`src/rtl/noise_lfsr_pkg.sv`:
```
package noise_lfsr_pkg;

  localparam int NOUT = 8;

  typedef enum logic [1:0] {
    PH_IDLE  = 2'd0,
    PH_LATCH = 2'd1,
    PH_XFER  = 2'd2
  } phase_e;

  // register bit feeding noise output bit k (k = 0 is least significant)
  function automatic int tap_pos(input int k);
    case (k)
      0: return 0;
      1: return 2;
      2: return 5;
      3: return 9;
      4: return 11;
      5: return 14;
      6: return 18;
      default: return 20;
    endcase
  endfunction

  // phase sequencing rule
  function automatic phase_e next_phase(input phase_e cur, input logic test, input logic rise);
    if (test)                 return PH_LATCH;
    else if (cur == PH_LATCH) return PH_XFER;
    else if (rise)            return PH_LATCH;
    else                      return PH_IDLE;
  endfunction

endpackage

```
`src/rtl/noise_phase_seq.sv`:
```
module noise_phase_seq
  import noise_lfsr_pkg::*;
(
  input  logic   clk,
  input  logic   rst_n,
  input  logic   clk_en,
  input  logic   acc_b19,
  input  logic   test,
  output phase_e phase_q,
  output logic   b19_rise
);

  logic   b19_q;
  phase_e phase_d;

  assign b19_rise = acc_b19 & ~b19_q;
  assign phase_d  = next_phase(phase_q, test, b19_rise);

  always_ff @(posedge clk or negedge rst_n) begin
    if (!rst_n) begin
      b19_q   <= 1'b0;
      phase_q <= PH_IDLE;
    end else if (clk_en) begin
      b19_q   <= acc_b19;
      phase_q <= phase_d;
    end
  end

endmodule

```
`src/rtl/noise_float_timer.sv`:
```
module noise_float_timer #(
  parameter int FLOAT_CYC = 4
) (
  input  logic clk,
  input  logic rst_n,
  input  logic clk_en,
  input  logic in_latch,
  output logic drift
);

  localparam int CW = $clog2(FLOAT_CYC + 1);
  localparam logic [CW-1:0] LIMIT = CW'(FLOAT_CYC);
  localparam logic [CW-1:0] FIRE  = CW'(FLOAT_CYC - 1);

  logic [CW-1:0] cnt_q;

  assign drift = in_latch && (cnt_q >= FIRE);

  always_ff @(posedge clk or negedge rst_n) begin
    if (!rst_n) begin
      cnt_q <= '0;
    end else if (clk_en) begin
      if (!in_latch)          cnt_q <= '0;
      else if (cnt_q != LIMIT) cnt_q <= cnt_q + 1'b1;
    end
  end

endmodule

```
`src/rtl/noise_shift_core.sv`:
```
module noise_shift_core
  import noise_lfsr_pkg::*;
#(
  parameter int SR_W = 23,
  parameter int FB_B = 17
) (
  input  logic            clk,
  input  logic            rst_n,
  input  logic            clk_en,
  input  phase_e          phase,
  input  logic            drift,
  input  logic            combo_en,
  input  logic [NOUT-1:0] combo,
  output logic [SR_W-1:0] sr_q,
  output logic [SR_W-1:0] latch_q
);

  localparam int FB_A = SR_W - 1;

  logic [SR_W-1:0] sr_d, latch_d;
  logic [SR_W-1:0] wb_mask, drv_mask, drv_val;

  function automatic logic [SR_W-1:0] xfer(input logic [SR_W-1:0] l);
    return {l[SR_W-2:0], l[FB_A] ^ l[FB_B]};
  endfunction

  always_comb begin
    wb_mask  = '1;
    drv_mask = '0;
    drv_val  = '0;
    for (int k = 0; k < NOUT; k++) begin
      wb_mask[tap_pos(k)]  = combo_en ? combo[k] : 1'b1;
      drv_mask[tap_pos(k)] = combo_en;
      drv_val[tap_pos(k)]  = combo[k];
    end
  end

  always_comb begin
    case (phase)
      PH_LATCH: begin
        sr_d = (sr_q & ~drv_mask) | (drv_val & drv_mask);
        if (drift) sr_d = sr_d | ~drv_mask;
      end
      PH_XFER: sr_d = xfer(latch_q) & wb_mask;
      default: sr_d = sr_q & wb_mask;
    endcase
    latch_d = (phase == PH_LATCH) ? latch_q : sr_d;
  end

  always_ff @(posedge clk or negedge rst_n) begin
    if (!rst_n) begin
      sr_q    <= '1;
      latch_q <= '1;
    end else if (clk_en) begin
      sr_q    <= sr_d;
      latch_q <= latch_d;
    end
  end

endmodule

```
`src/rtl/noise_lfsr_top.sv`:
```
module noise_lfsr_top
  import noise_lfsr_pkg::*;
#(
  parameter int SR_W      = 23,
  parameter int FB_B      = 17,
  parameter int FLOAT_CYC = 4
) (
  input  logic            clk,
  input  logic            rst_n,
  input  logic            clk_en,
  input  logic            acc_b19_i,
  input  logic            test_i,
  input  logic            combo_en_i,
  input  logic [7:0]      combo_i,
  output logic [7:0]      noise_o,
  output logic [SR_W-1:0] sr_o,
  output logic            ph1_o,
  output logic            ph2_o
);

  phase_e          phase_q;
  logic            b19_rise;
  logic            drift;
  logic [SR_W-1:0] sr_q, latch_q;

  noise_phase_seq u_seq (
    .clk      (clk),
    .rst_n    (rst_n),
    .clk_en   (clk_en),
    .acc_b19  (acc_b19_i),
    .test     (test_i),
    .phase_q  (phase_q),
    .b19_rise (b19_rise)
  );

  noise_float_timer #(.FLOAT_CYC(FLOAT_CYC)) u_float (
    .clk      (clk),
    .rst_n    (rst_n),
    .clk_en   (clk_en),
    .in_latch (phase_q == PH_LATCH),
    .drift    (drift)
  );

  noise_shift_core #(.SR_W(SR_W), .FB_B(FB_B)) u_core (
    .clk      (clk),
    .rst_n    (rst_n),
    .clk_en   (clk_en),
    .phase    (phase_q),
    .drift    (drift),
    .combo_en (combo_en_i),
    .combo    (combo_i),
    .sr_q     (sr_q),
    .latch_q  (latch_q)
  );

  for (genvar k = 0; k < NOUT; k++) begin : g_tap
    assign noise_o[k] = sr_q[tap_pos(k)];
  end

  assign sr_o  = sr_q;
  assign ph1_o = (phase_q == PH_LATCH);
  assign ph2_o = (phase_q == PH_XFER);

endmodule

```
`config.mk`:
```
export PLATFORM = sky130hd
export DESIGN_NAME = noise_lfsr_top
export DESIGN_NICKNAME = d
export VERILOG_FILES = /design/src/rtl/noise_lfsr_pkg.sv /design/src/rtl/noise_phase_seq.sv /design/src/rtl/noise_float_timer.sv /design/src/rtl/noise_shift_core.sv /design/src/rtl/noise_lfsr_top.sv
export SDC_FILE = /design/constraint.sdc
export NUM_CORES = 1
export LEC_CHECK = 0
export BUFFER_PORTS_ARGS = -buffer_cell sky130_fd_sc_hd__buf_2
export CAP_MARGIN = 15
export CORE_MARGIN = 8
export CORE_UTILIZATION = 50
export CTS_CLUSTER_SIZE = 8
export DETAILED_ROUTE_END_ITERATION = 16
export GPL_ROUTABILITY_DRIVEN = 0
export PLACE_DENSITY_LB_ADDON = 0.08
export SLEW_MARGIN = 10
export SYNTH_ARGS = -nofsm -noshare
export SYNTH_HDL_FRONTEND = slang
export SYNTH_SLANG_ARGS = --single-unit
```
`constraint.sdc`:
```
create_clock -name clk -period 1.9 [get_ports clk]
set_input_delay 0.19 -clock clk [delete_from_list [all_inputs] [get_ports clk]]
set_output_delay 0.19 -clock clk [all_outputs]
set_load 0.05 [all_outputs]
```
# Word level (Yosys, flattened, before mapping)
# Cells that the tools add are included.
[classes]
addsub = 1
order_cmp = 1
n_eq_ne = 4
mux = 15
bitwise_logic = 11
reduce_logical = 3
[op_table]
columns = ["cell", "count"]
rows = [
  ["23-bit bitwise AND", 3],
  ["23-bit one-hot mux with 2 select lines", 1],
  ["23-bit two-way mux", 1],
  ["21-bit NOT with 23-bit output", 1],
  ["23-bit by 21-bit bitwise OR with 23-bit output", 1],
  ["23-bit bitwise OR", 1],
  ["21-bit bitwise AND", 1],
  ["1-bit two-way mux", 9],
  ["3-bit two-way mux", 2],
  ["2-bit two-way mux", 2],
  ["2-bit AND reduction", 2],
  ["3-bit by 1-bit adder with 3-bit output, second input constant", 1],
  ["3-bit by 2-bit >= comparator with 1-bit output, second input constant", 1],
  ["3-bit != test, second input constant", 1],
  ["2-bit by 1-bit equality test with 1-bit output, second input constant", 1],
  ["2-bit equality test, second input constant", 1],
  ["2-bit != test, second input constant", 1],
  ["1-bit NOT", 2],
  ["1-bit bitwise AND", 1],
  ["1-bit logical AND", 1],
  ["1-bit bitwise XOR", 1],
]
[totals]
reg_bits = 52
input_bits = 14
word_cells = 40

# Depth between registers and ports, before layout
[logic_depth]
depth_word = 6
depth_mapped = 8
ltp_nobuf = 5

# Hierarchy
# A second synthesis with hierarchy kept.
[hier_totals]
cells_unflattened = 262
hier_area_um2 = 2979.1
[modules_own_cells]
columns = ["mod", "instances", "cells_each", "area_each_um2", "seq_area_each_um2"]
rows = [
  ["noise_shift_core", 1, 221, 2567.5, 1208.7],
  ["noise_float_timer", 1, 19, 197.7, 75.1],
  ["noise_phase_seq", 1, 12, 138.9, 75.1],
  ["noise_lfsr_top", 1, 10, 75.1, 0.0],
]

# Worst setup path after synthesis
# Ideal clock, no wire load.
[synth_path]
path_kind = "reg2reg"
startpoint = "register u_seq.phase_q[1]"
endpoint = "register u_core.sr_q[0]"
setup_time_ps = 91
arrival_ps = 1710
setup_slack_ps = 100
path_stages_with_launch = 8
path_cell_list = "dfrtp_1 > inv_1 > ha_1 > buf_4 > buf_6 > buf_4 > a221oi_1 > o31ai_1"
[synth_between]
elab_chain_len = 4
elab_cells_between_ends = 5
classes_between = "eq/ne (2); mux (2); reduce/logical (1)"
[synth_rtl]
columns = ["element", "line_no", "rtl"]
rows = [
  ["start: declaration", "noise_phase_seq.sv:9", "output phase_e phase_q,"],
  ["start signal: assignment", "noise_phase_seq.sv:25", "phase_q <= phase_d;"],
  ["2-bit by 1-bit equality test with 1-bit output (*)", "--", ""],
  ["net ph1_o", "noise_lfsr_top.sv:17", "output logic ph1_o,"],
  ["1-bit logical AND", "noise_float_timer.sv:17", "assign drift = in_latch && (cnt_q >= FIRE);"],
  ["23-bit two-way mux", "noise_shift_core.sv:42", "if (drift) sr_d = sr_d | ~drv_mask;"],
  ["23-bit one-hot mux with 2 select lines (*)", "noise_shift_core.sv:39", "case (phase)"],
  ["end signal: assignment", "noise_shift_core.sv:55", "sr_q <= sr_d;"],
  ["end: declaration", "noise_shift_core.sv:14", "output logic [SR_W-1:0] sr_q,"],
]
# The timed path passes the listed nets; every way through them passes the cells marked *.
# A chain may end at the register's enable or synchronous reset.

# Worst setup path after layout
[layout_path]
startpoint = "register u_float.cnt_q[0]"
endpoint = "register u_core.sr_q[11]"
[layout_between]
elab_chain_len = 4
[layout_rtl]
columns = ["element", "line_no", "rtl"]
rows = [
  ["start: declaration", "noise_float_timer.sv:15", "logic [CW-1:0] cnt_q;"],
  ["start signal: assignment", "noise_float_timer.sv:24", "else if (cnt_q != LIMIT) cnt_q <= cnt_q + 1'b1;"],
  ["3-bit by 2-bit >= comparator with 1-bit output", "noise_float_timer.sv:17", ""],
  ["1-bit logical AND", "noise_float_timer.sv:17", ""],
  ["23-bit two-way mux", "noise_shift_core.sv:42", ""],
  ["23-bit one-hot mux with 2 select lines", "noise_shift_core.sv:39", ""],
]
# Every way passes these cells.

==> summary.md <==
| Metric | Value |
|---|---|
| CORE AREA | `5439 um2` |
| RSZ-0062 raised after global routing | `false` |
| Largest net degree at the start of global routing | `53` |
| DRC viols | `0` |
| Ant. Diodes | `0` |
| Syn Inst Count | `273` |
| Synth Register Bits | `52` |
| Setup violators final | `0` |
| Commonest cells post-synth | `dfstp_2, nand2_1, o21ai_0, a31oi_1, o31ai_1` |
| Min Tclk post-route | `1803 ps` |
| Root Buffer Master | `clkbuf_8` |
| Vias in the first global route | `2,296` |
| Final hold violation count | `6` |
| # resized after CTS | `0` |
| Failing checks | `hold timing` |
| Power Density | `1477 nW/um2` |
| CP most frequent cell | `ha_1` |
| Die Height | `90.69 um` |
| Fin nets | `322` |
| Post-DRT Antenna Nets | `0` |
| Area grow syn2layout | `12.16%` |
| Setup crit start kind | `flop` |
| # rows | `27` |
| FF-to-FF setup slack | `100 ps` |
| Setup crit end kind | `flop` |
| Fin Setup TNS | `0 ps` |
| Vias per cell | `5.968` |
| Die area | `8224 um2` |
| Initial antenna violation count | `0` |
| DP Area | `3012 um2` |
| Fin crit share | `94.92%` |
| Clock skew | `3.995 ps` |
| Port Buffers | `46` |
| Top FF cell, synth | `dfstp_2` |
| Worst EP arrival | `2030 ps` |
| Max_slew headroom | `57.16%` |
| Clk slew on worst S/H paths | `100 ps` |
| Gate power share | `42.7%` |
| Post-synth top area cell | `dfstp_2` |
| Total global-route track usage | `16.77%` |
| Max_cap viols | `0` |
| Post-CTS setup buffer count | `0` |
| DR vias | `2,244` |
| Pint | `2.585 mW` |
| Post-synthesis sequential area ratio | `48.72%` |
| Hold WS | `-14.44 ps` |
| Clock buffer depth | `2` |
| Share of layout cells above drive strength 1 | `38.82%` |
| Cts hold-fix bufs | `0` |
| Type of the worst min-delay path | `input port to asynchronous set/reset pin` |
| Synthesized Nets | `292` |
| Mapped Area | `2789 um2` |
| First-pass GRT wire length | `11,430 um` |
| Initial core utilization | `51.28%` |
| Part of the power in the clock network | `16.9%` |
| Required time of the critical path | `2130 ps` |
| Die width | `90.69 um` |
| CP peak stage delay | `440 ps` |
| Status | `complete, but fails checks` |
| Max-slew violation count | `0` |
| CTS sink cnt | `52` |
| DRT Pass-1 Iters | `4` |
| Sequential Power Share | `40.4%` |
| TritonCTS Buffers | `5` |
| Max IR drop VDD | `0.6911 mV` |
| Synth warn | `0` |
| Post-detail-place hpwl | `4458 um` |
| Drt wl/cell | `18.01 um` |
| Critical path fanouts, max | `10` |
| Psw | `2.035 mW` |
| CTS tree | `done` |
| Final Core Density | `57.51%` |
| Mapped Avg Cell Area | `10.22 um2` |
| Gr ovfl total | `0` |
| Count leader, synth | `dfstp_2` |
| Static Leak | `1.265 nW` |
| Synth top area share | `43.34%` |
| Worst-margin pin slew | `642.6 ps` |
| Dominant cells by area after synthesis | `dfstp_2, dfrtp_1, o2bb2ai_1, nand2_1, o31ai_1` |
| H-tree depth | `2` |
| Slowest-stage cell, CP | `dfrtp_1` |
| Skew-Pair Late Insertion Delay | `300 ps` |
| Netlist cell types | `32` |
| Worst Setup Path Type | `flop to flop` |
| Asr flop ratio synth | `100.0%` |
| Number of synthesized flops with an enable pin | `0` |
| Design area | `3128 um2` |
| Switching share of power | `44.04%` |
| I/O pins | `47` |
| DRT iter0 DRCs | `186` |
| F_max | `0.5545 GHz` |
| CP cell instances | `ha_1, ha_1, a211o_1, buf_4, a221oi_2, o31ai_1` |
| Final WL | `6772 um` |
==> critical path: cells and delay by family, from the launching register on <==
kind / cells / cell delay (ps)
AO/OA/AOI/OAI: 3 / 660
adder cells (fa/ha/maj): 2 / 400
buffers and inverters: 1 / 220
flip-flops: 1 / 440
==> cell type report <==
type	instances	area (um2)
Clock buffer	6	72.57
Fill cell	508	2311
Sequential cell	52	1359
Tap cell	72	90.09
Clock inverter	2	38.79
Inverter	9	36.28
Multi-Input combinational cell	179	1201
Timing Repair Buffer	56	330.3
==> sequential cells by signal, summed over array words and instances, names as in the netlist <==
| signal | count |
|---|---|
| u_core.latch_q | 23 |
| u_core.sr_q | 23 |
| u_float.cnt_q | 3 |
| u_seq.phase_q | 2 |
| u_seq.b19_q | 1 |
==> cells in the final DEF, fill, tap and decap left out <==
master and n:
buf_2 46, dfstp_2 46, nand2_1 32, o21ai_0 19
o31ai_1 16, a31oi_1 16, a22oi_1 15, o2bb2ai_1 15
and2_1 15, o22ai_1 10, o22a_1 8, a21oi_1 8
buf_4 8, inv_1 7, dfrtp_1 6, a221oi_2 5
ha_1 5, clkbuf_8 5, a221oi_1 3, buf_12 2
inv_4 1, nand3_1 1, a211o_1 1, nand2_2 1
inv_2 1, mux2_2 1, or3_1 1, nand2b_1 1
a22o_1 1, xor2_1 1, and3_1 1, nor2b_1 1
mux2i_1 1, nor3b_1 1, inv_6 1, bufinv_16 1
clkbuf_1 1
==> power by group through the flow <==
stage | logic, mW | clock network [mW] | registers [mW]
4_1_cts | 1.99 | 0.802 | 1.87
3_3_place_gp | 1.97 | 0 | 1.88
2_1_floorplan | 1.03 | 0 | 2.40
6_report | 1.97 | 0.780 | 1.87
3_5_place_dp | 1.98 | 0 | 1.88
5_1_grt | 2.12 | 0.833 | 1.92
==> logic make-up (layout without fill, tap and decap cells) <==
| group | Yosys count | count (layout) | synth area share (%) |
|---|---|---|---|
| and+or+nand+nor | 54 | 54 | 9.153 |
| AOI/OAI and AO/OA | 117 | 117 | 30.51 |
| muxes | 2 | 2 | 0.7627 |
| DFF | 52 | 52 | 48.72 |
| adders and majority gates | 5 | 5 | 2.243 |
| buffers and inverters | 42 | 73 | 8.300 |
| xor gates and xnor gates | 1 | 1 | 0.3141 |
==> path summary, 6_finish.rpt <==
check / end / startpoint / depth (start not counted)
worst max-delay path: u_core.sr_q[11] / u_float.cnt_q[0] / 6
worst min-delay path: u_float.cnt_q[1] / rst_n / 2
worst max register to register: u_core.sr_q[11] / u_float.cnt_q[0] / 6
worst min register to register: u_core.sr_q[17] / u_core.sr_q[17] / 1
max in group asynchronous: u_seq.b19_q / rst_n / 2
min in group clk: u_seq.b19_q / acc_b19_i / 2
==> through the flow <==
| step | power (mW) | worst slack, ps | instances |
|---|---|---|---|
| 2_1_floorplan | 3.433 | 99.79 | 273 |
| 3_3_place_gp | 3.845 | 124.9 | 368 |
| 3_5_place_dp | 3.866 | 58.20 | 368 |
| 4_1_cts | 4.655 | 32.22 | 376 |
| 5_1_grt | 4.869 | 15.13 | 376 |
| 6_report | 4.620 | 96.52 | 376 |
==> layer usage <==
metal	part of all wire, %	track usage, %	vias to the layer above	wire (um)
met1	46	20.71	1124	3116
li1	-	-	1075	-
met2	50	28.68	37	3383
met3	2.7	3.159	8	185
met4	1.3	5.132	0	87
met5	0	0	-	0
No activity file was read; power rests on OpenSTA's default activity.
